===== src/rtl/amem_seq_pkg.sv =====
package amem_seq_pkg;

  typedef enum logic [1:0] {
    ST_IDLE = 2'd0,
    ST_ACQ  = 2'd1,
    ST_CONV = 2'd2
  } seq_state_e;

  // strobes from the sequencer control to the depth datapath
  typedef struct packed {
    logic clrDepth;   // start of a new acquisition
    logic pushDepth;  // store pattern at current count, count up
    logic popDepth;   // erase latest depth, count down
  } depth_ctrl_t;

endpackage


===== src/rtl/amem_seq_ctrl.sv =====
module amem_seq_ctrl
  import amem_seq_pkg::*;
#(
  parameter int MAX_DEPTHS  = 15,
  parameter int CONV_CYCLES = 4,
  parameter int DEPTH_W     = 4,
  parameter int SUB_W       = 2
) (
  input  logic               clk,
  input  logic               rstN,
  input  logic               startAcq,
  input  logic               trigger,
  input  logic               noTrigger,
  input  logic [DEPTH_W-1:0] depthCount,
  output depth_ctrl_t        ctrl,
  output logic               busy,
  output logic               acqActive,
  output logic [DEPTH_W-1:0] convIdx
);

  seq_state_e        state;
  logic [SUB_W-1:0]  subCnt;
  logic              atLimit;
  logic              lastSub;
  logic              lastDepth;

  assign atLimit   = (depthCount == DEPTH_W'(MAX_DEPTHS));
  assign lastSub   = (subCnt == SUB_W'(CONV_CYCLES - 1));
  assign lastDepth = (convIdx == depthCount - DEPTH_W'(1));
  assign busy      = (state == ST_CONV);
  assign acqActive = (state == ST_ACQ);

  always_comb begin
    ctrl = '0;
    if (state == ST_IDLE && startAcq) begin
      ctrl.clrDepth = 1'b1;
    end else if (state == ST_ACQ && startAcq) begin
      ctrl.pushDepth = trigger && !atLimit;
      ctrl.popDepth  = noTrigger && ((depthCount != '0) || ctrl.pushDepth);
    end
  end

  always_ff @(posedge clk or negedge rstN) begin
    if (!rstN) begin
      state   <= ST_IDLE;
      subCnt  <= '0;
      convIdx <= '0;
    end else begin
      unique case (state)
        ST_IDLE: begin
          if (startAcq) state <= ST_ACQ;
        end
        ST_ACQ: begin
          if (!startAcq) begin
            state   <= ST_CONV;
            subCnt  <= '0;
            convIdx <= '0;
          end
        end
        ST_CONV: begin
          if (depthCount == '0) begin
            state <= ST_IDLE;
          end else if (lastSub) begin
            subCnt <= '0;
            if (lastDepth) state <= ST_IDLE;
            else           convIdx <= convIdx + DEPTH_W'(1);
          end else begin
            subCnt <= subCnt + SUB_W'(1);
          end
        end
        default: state <= ST_IDLE;
      endcase
    end
  end

endmodule


===== src/rtl/amem_seq_data.sv =====
module amem_seq_data
  import amem_seq_pkg::*;
#(
  parameter int NUM_CHANNELS    = 64,
  parameter int MAX_DEPTHS      = 15,
  parameter int WORDS_PER_DEPTH = 130,
  parameter int DEPTH_W         = 4,
  parameter int WORDS_W         = 11
) (
  input  logic                    clk,
  input  logic                    rstN,
  input  depth_ctrl_t             ctrl,
  input  logic [NUM_CHANNELS-1:0] hitPattern,
  input  logic [DEPTH_W-1:0]      convIdx,
  output logic [DEPTH_W-1:0]      depthCount,
  output logic                    depthFull,
  output logic [WORDS_W-1:0]      dataWords,
  output logic [NUM_CHANNELS-1:0] convHits
);

  logic [NUM_CHANNELS-1:0] hitMem [MAX_DEPTHS];

  always_ff @(posedge clk or negedge rstN) begin
    if (!rstN) begin
      depthCount <= '0;
    end else if (ctrl.clrDepth) begin
      depthCount <= '0;
    end else begin
      unique case ({ctrl.pushDepth, ctrl.popDepth})
        2'b10:   depthCount <= depthCount + DEPTH_W'(1);
        2'b01:   depthCount <= depthCount - DEPTH_W'(1);
        default: depthCount <= depthCount;
      endcase
    end
  end

  // one pattern register per memory depth
  for (genvar d = 0; d < MAX_DEPTHS; d++) begin : g_depth
    always_ff @(posedge clk) begin
      if (ctrl.pushDepth && depthCount == DEPTH_W'(d)) hitMem[d] <= hitPattern;
    end
  end

  assign convHits  = (convIdx < DEPTH_W'(MAX_DEPTHS)) ? hitMem[convIdx] : '0;
  assign depthFull = (depthCount == DEPTH_W'(MAX_DEPTHS));
  assign dataWords = WORDS_W'(depthCount) * WORDS_W'(WORDS_PER_DEPTH);

endmodule


===== src/rtl/amem_sequencer.sv =====
module amem_sequencer
  import amem_seq_pkg::*;
#(
  parameter int NUM_CHANNELS = 64,
  parameter int MAX_DEPTHS   = 15,
  parameter int CONV_CYCLES  = 4,
  localparam int DEPTH_W         = $clog2(MAX_DEPTHS + 1),
  localparam int WORDS_PER_DEPTH = 2 * NUM_CHANNELS + 2,
  localparam int WORDS_W         = $clog2(MAX_DEPTHS * WORDS_PER_DEPTH + 1),
  localparam int SUB_W           = (CONV_CYCLES > 1) ? $clog2(CONV_CYCLES) : 1
) (
  input  logic                    clk,
  input  logic                    rstN,
  input  logic                    startAcq,
  input  logic                    trigger,
  input  logic                    noTrigger,
  input  logic [NUM_CHANNELS-1:0] hitPattern,
  output logic                    chipBusy,
  output logic [DEPTH_W-1:0]      depthCount,
  output logic                    depthFull,
  output logic [WORDS_W-1:0]      dataWords,
  output logic [DEPTH_W-1:0]      convIdx,
  output logic [NUM_CHANNELS-1:0] convHits
);

  depth_ctrl_t depthCtrl;
  logic        acqActive;

  amem_seq_ctrl #(
    .MAX_DEPTHS (MAX_DEPTHS),
    .CONV_CYCLES(CONV_CYCLES),
    .DEPTH_W    (DEPTH_W),
    .SUB_W      (SUB_W)
  ) i_ctrl (
    .clk       (clk),
    .rstN      (rstN),
    .startAcq  (startAcq),
    .trigger   (trigger),
    .noTrigger (noTrigger),
    .depthCount(depthCount),
    .ctrl      (depthCtrl),
    .busy      (chipBusy),
    .acqActive (acqActive),
    .convIdx   (convIdx)
  );

  amem_seq_data #(
    .NUM_CHANNELS   (NUM_CHANNELS),
    .MAX_DEPTHS     (MAX_DEPTHS),
    .WORDS_PER_DEPTH(WORDS_PER_DEPTH),
    .DEPTH_W        (DEPTH_W),
    .WORDS_W        (WORDS_W)
  ) i_data (
    .clk       (clk),
    .rstN      (rstN),
    .ctrl      (depthCtrl),
    .hitPattern(hitPattern),
    .convIdx   (convIdx),
    .depthCount(depthCount),
    .depthFull (depthFull),
    .dataWords (dataWords),
    .convHits  (convHits)
  );

endmodule


===== config.mk =====
export PLATFORM = sky130hd
export DESIGN_NAME = amem_sequencer
export DESIGN_NICKNAME = d
export VERILOG_FILES = /design/src/rtl/amem_seq_pkg.sv /design/src/rtl/amem_seq_ctrl.sv /design/src/rtl/amem_seq_data.sv /design/src/rtl/amem_sequencer.sv
export SDC_FILE = /design/constraint.sdc
export NUM_CORES = 1
export LEC_CHECK = 0
export CELL_PAD_IN_SITES_DETAIL_PLACEMENT = 0
export CELL_PAD_IN_SITES_GLOBAL_PLACEMENT = 1
export CORE_MARGIN = 2
export CORE_UTILIZATION = 25
export DETAILED_ROUTE_END_ITERATION = 10
export PLACE_DENSITY_LB_ADDON = 0.1
export SLEW_MARGIN = 15
export SYNTH_ARGS = -nofsm -noshare
export SYNTH_HDL_FRONTEND = slang
export SYNTH_HIERARCHICAL = 1
export SYNTH_SLANG_ARGS = --single-unit

===== constraint.sdc =====
create_clock -name clk -period 5.8 [get_ports clk]
set_clock_uncertainty 0.05 [all_clocks]
set_input_delay 1.74 -clock clk [delete_from_list [all_inputs] [get_ports clk]]
set_output_delay 1.74 -clock clk [all_outputs]
set_load 0.05 [all_outputs]

# Word level (Yosys, flattened, before mapping)
# Memory sizes are Yosys's and may differ from the RTL's.
# Cells that the tools add are included.
# W data, S select, Z words.
[totals]
memories = 1
in_bits = 69
register_bits = 12
ram_bits = 960
wordCells = 175
[op_classes]
n_lt_le_gt_ge = 1
n_eq_ne = 28
multipliers = 1
mux = 93
add_sub_neg = 4
n_reduce_logical = 43
[memory_table]
columns = ["memory", "words", "word_bits", "rd", "rd_clocked_by_memory_dff", "write_ports", "line_no", "source"]
rows = [
  ["i_data.hitMem", 15, 64, 1, 0, 1, "amem_seq_data.sv:21", "logic [NUM_CHANNELS-1:0] hitMem [MAX_DEPTHS];"],
]
[ops]
columns = ["op", "count"]
rows = [
  ["$mux W64", 15],
  ["$reduce_or A64 Y1", 14],
  ["$mux W4", 19],
  ["$mux W1", 45],
  ["$eq A4 B4 Y1 const B", 8],
  ["$mux W2", 10],
  ["$logic_and A1 B1 Y1", 19],
  ["$eq A4 B3 Y1 const B", 4],
  ["$pmux W4 S2", 2],
  ["$mul A4 B7 Y10 const B", 1],
  ["$add A4 B1 Y4 const B", 2],
  ["$eq A4 B2 Y1 const B", 2],
  ["$ne A2 B2 Y1 const B", 4],
  ["$eq A2 B2 Y1 const B", 3],
  ["$ne A3 B1 Y1 const B", 2],
  ["$pmux W2 S3", 1],
  ["$reduce_and A5 Y1", 1],
  ["$eq A2 B1 Y1 const B", 2],
  ["$eq A4 B1 Y1 const B", 1],
  ["$eq A4 B4 Y1", 1],
  ["$logic_not A4 Y1", 1],
  ["$lt A4 B4 Y1 const B", 1],
  ["$pmux W2 S2", 1],
  ["$reduce_and A4 Y1", 1],
  ["10 further kinds", 10],
]

# Depth between registers and ports, before layout
[depth]
ltp_word = 25
depth_mapped = 9

# Cells and area by module
# Netlist, hierarchy kept.
[modules_own_cells]
columns = ["mod", "cells_each", "area_per_inst_um2", "n_inst"]
rows = [
  ["amem_seq_data", 1852, 36966.7, 1],
  ["amem_seq_ctrl", 55, 564.3, 1],
]

# Least setup slack after synthesis
# No wires, ideal clock.
[synth_timing]
path_type = "in2reg"
start = "input startAcq"
end = "memory i_data.hitMem[12][0], enable pin"
arrival_ps = 5360
setup_slack_ps = -96
cell_stages = 7
t_required_ps = 5264
path_buffers = 1
cell_sequence = "nor2b_1 -> and2_1 -> nand2_1 -> a31oi_1 -> clkbuf_1 -> nand2_1 -> nor2_1"
[synth_rtl]
columns = ["element", "line_no", "source"]
rows = [
  ["from (decl)", "amem_sequencer.sv:14", "input logic startAcq,"],
  ["to (decl)", "amem_seq_data.sv:21", ""],
]

# Final worst setup path
[layout_timing]
start = "register i_ctrl.convIdx[1]"
end = "output convHits[55]"
[layout_via]
elab_chain_cells = 2
[layout_lines]
columns = ["element", "line_no", "source"]
rows = [
  ["from (decl)", "amem_seq_ctrl.sv:18", "output logic [DEPTH_W-1:0] convIdx"],
  ["from (signal assigned)", "amem_seq_ctrl.sv:66", "else convIdx <= convIdx + DEPTH_W'(1);"],
  ["$mem_v2 Z15 W64 / $lt A4 B4 Y1 (equally long branches)", "--", ""],
  ["$mux W64 (*)", "amem_seq_data.sv:44", "assign convHits = (convIdx < DEPTH_W'(MAX_DEPTHS)) ? hitMem[convIdx] : '0;"],
  ["to (decl)", "amem_sequencer.sv:23", "output logic [NUM_CHANNELS-1:0] convHits"],
]
# Mark *: on every way between the ends. The rest lies on a longest branch, timed or not.

==> flow_metrics.tcl <==
set metrics [dict create \
    ant_nets 0 \
    avgSynthCellArea_um2 19.7 \
    cts.sinks 972 \
    holdBufCountCts 0 \
    cellLeakagePower_nw 13.4 \
    initial_core_util 0.251 \
    finalPower_mw 15.5 \
    cts_tree "yes" \
    ys_types 48 \
    insertion_delay_ns 0.71 \
    synth_most_common_cell "edfxtp_1" \
    placed_cell_area_mm2 0.0423 \
    synth_warnings 6 \
    htree_levels 3 \
    whs_ns 0.445 \
    yosys-top-cells-count "edfxtp_1, mux2i_1, mux4_2, nor2_1, nand2_1" \
    grt_overflow 0 \
    synth-edff-count 960 \
    io_buffer_count 150 \
    fin_tns_setup_ns 0 \
    setup_viol 0 \
    dp.final_hpwl_um 59700 \
    rsz0062_at_grt "no" \
    endpoint_kind "output pin" \
    first_global_vias 20100 \
    path_buf_inv 3 \
    cp_top_family "buffers and inverters" \
    routed_via_density 4.45 \
    netlist_area_mm2 0.0375 \
    worst_slew_pin_slew_ns 0.820 \
    coreArea_mm2 0.149 \
    ys.flop_type "edfxtp_1" \
    powerDensity_mw_per_mm2 340 \
    yosysTopAreaCellShare 0.768 \
    path_clk_slew_ns 0.05 \
    drv_slew 0 \
    reg2reg_depth 6 \
    fp.dieW_um 391 \
    antenna_found_initial 9 \
    hold_end "i_ctrl/subCnt[1]$_DFFE_PN0P_" \
    post-synth-top-area-cell "edfxtp_1" \
    post_cts.repair.setup_buffers 0 \
    rrSetupSlack_ns 3.00 \
    grt_usage 0.142 \
    hold_viol 0 \
    critPathMaxFanout 51 \
    crit_chain "buf_12 > buf_4 > mux2i_1 > a221oi_1 > o21ai_1 > o211ai_1 > dlygate4sd2_1" \
    timing.final.crit_share 0.966 \
    area_delta_synth_final_pct 21.4 \
    irDropWorstVdd_uv 223 \
    grt_max_degree 95 \
    io_pins 154 \
    drive_gt1_frac 0.178 \
    status "completed" \
    cts_buffer_depth 3 \
    synth.top_cells.by_area "edfxtp_1, mux4_2, mux2i_1, a221oi_1, o211ai_1" \
    globalplace.congestion 0.673 \
    reg2reg_to "i_data/hitMem[9][50]$_DFFE_PP_" \
    crit_path_start_kind "flip-flop" \
    crit_slowest_cell "dfrtp_4" \
    cts-root-buf "clkbuf_16" \
    drtIter0Drc 1314 \
    cp.arrival_ns 3.81 \
    wl_um 108000 \
    rows 142 \
    slew_headroom 0.452 \
    fmax_mhz 179 \
    cpPeakStageDelay_ns 0.63 \
    final_cell_area_mm2 0.0456 \
    rr_startpoint "i_data/depthCount[0]$_DFFE_PN0P_" \
    ys_seq_area_frac 0.776 \
    fin_crit_ns 5.60 \
    synth_cells 1907 \
    die_area_mm2 0.153 \
    fp.dieH_um 391 \
    critPathKind "flip-flop to output pin" \
    cap_viol_max_count 0 \
    avgRoutedWirePerCell_um 25.5 \
    ys_ff_latch 972 \
    utilization 0.305 \
    hold_path_depth 2 \
    nNetsFinal 2218 \
    required_ns 4.01 \
    hold_class "flip-flop to flip-flop" \
    grt_pass1_wl_um 153000 \
    first_pass_iters 5 \
    drc 0 \
    num_vias 18900 \
    cts_buffers 111 \
    min_from "i_ctrl/subCnt[1]$_DFFE_PN0P_" \
    ys_async_sr_fraction 0.0123 \
]
==> per-layer routing <==
metal | routed length [um] | GRT usage | vias up
met5 | 74 | 0 | -
met4 | 1930 | 0.0371 | 12
met3 | 4830 | 0.0294 | 131
met2 | 51200 | 0.226 | 357
met1 | 50100 | 0.195 | 10100
li1 | - | - | 8262
==> cells by family (layout without fill, tap and decap cells) <==
| kind of cell | Yosys count | after routing | synth area share |
|---|---|---|---|
| DFF | 972 | 972 | 0.776 |
| AOI/OAI and AO/OA | 273 | 273 | 0.0484 |
| buffers and inverters | 128 | 439 | 0.0195 |
| other | 1 | 4 | 0.0000999 |
| and+or+nand+nor | 193 | 193 | 0.0217 |
| muxes | 321 | 321 | 0.128 |
| xor gates and xnor gates | 9 | 9 | 0.00250 |
| adders and majority gates | 10 | 10 | 0.00327 |
==> worst max-delay path by stage <==
stage,startpoint,end,slack [ns],cells after the start
2_1_floorplan,startAcq,i_data/hitMem[12][0]$_DFFE_PP_,-0.1,7
3_3_place_gp,i_ctrl/convIdx[1]$_DFFE_PN0P_,convHits[55],0.76,7
3_5_place_dp,i_ctrl/convIdx[1]$_DFFE_PN0P_,convHits[55],0.71,7
4_1_cts,i_ctrl/convIdx[0]$_DFFE_PN0P_,convHits[18],0.04,5
5_1_grt,i_ctrl/convIdx[0]$_DFFE_PN0P_,convHits[18],0.001,5
6_report,i_ctrl/convIdx[1]$_DFFE_PN0P_,convHits[55],0.20,7
==> metrics by stage <==
step / setup WS, ns / std cells
2_1_floorplan: -0.0960 / 1909
3_3_place_gp: 0.758 / 4043
3_5_place_dp: 0.706 / 4043
4_1_cts: 0.0352 / 4236
5_1_grt: 0.00120 / 4236
6_report: 0.198 / 4237
==> report_power, final <==
group | total [mW] | switching (mW) | leakage, nW | internal (mW)
clock | 6.47 | 2.77 | 1.60 | 3.71
combinational | 1.05 | 0.700 | 3.00 | 0.354
sequential | 7.95 | 0.0852 | 8.79 | 7.87
==> cell usage in the layout, fill, tap and decap left out, types with 3 or more instances in the layout <==
| cell | Yosys | layout |
|---|---|---|
| nor2_4 | 0 | 15 |
| mux4_2 | 128 | 128 |
| o21ai_0 | 47 | 47 |
| clkbuf_16 | 0 | 113 |
| clkinv_2 | 0 | 11 |
| a221oi_1 | 63 | 63 |
| o21ai_1 | 19 | 19 |
| nor2_1 | 85 | 70 |
| nor2b_1 | 7 | 5 |
| dfrtp_1 | 12 | 8 |
| nand2b_1 | 8 | 8 |
| conb_1 | 1 | 3 |
| bufinv_16 | 0 | 4 |
| nand2_1 | 77 | 77 |
| buf_6 | 17 | 3 |
| clkdlybuf4s50_1 | 0 | 132 |
| edfxtp_1 | 960 | 960 |
| o211ai_1 | 65 | 65 |
| buf_12 | 0 | 51 |
| dfrtp_4 | 0 | 4 |
| clkbuf_1 | 35 | 30 |
| o22ai_1 | 3 | 3 |
| clkinv_1 | 0 | 30 |
| mux2i_1 | 191 | 191 |
| ha_1 | 9 | 9 |
| a21oi_1 | 66 | 66 |
| xnor2_1 | 7 | 7 |
| buf_4 | 23 | 53 |
| inv_1 | 6 | 6 |
==> cell type report <==
cell class,instances,area [um2]
Timing Repair Buffer,240,2780
Clock inverter,50,345
Antenna cell,1,2.50
Fill cell,14500,104000
Tap cell,2016,2520
Multi-Input combinational cell,809,7820
Sequential cell,972,29100
Inverter,6,22.5
Clock buffer,143,2940
==> worst reg2reg max path, delay by kind of cell, from the launching register on <==
family | cells | cell delay, ns
AND/OR/NAND/NOR | 2 | 0.93
flip-flops | 1 | 0.56
buffers and inverters | 2 | 0.49
adder cells (fa/ha/maj) | 1 | 0.30
AO/OA/AOI/OAI | 1 | 0.16
==> flip-flops by register name (all words and copies together) (netlist names) <==
name               count
i_data/hitMem        960
i_ctrl/convIdx         4
i_data/depthCount      4
i_ctrl/state           2
i_ctrl/subCnt          2
==> what timing repair did <==
| item | 4_1_cts | 5_1_grt |
|---|---|---|
| gates resized for setup | 2 | 2 |
| endpoints found under the setup margin | 2 | 2 |
| pin swaps | 0 | 0 |
Power figures use the tool's default switching activity.
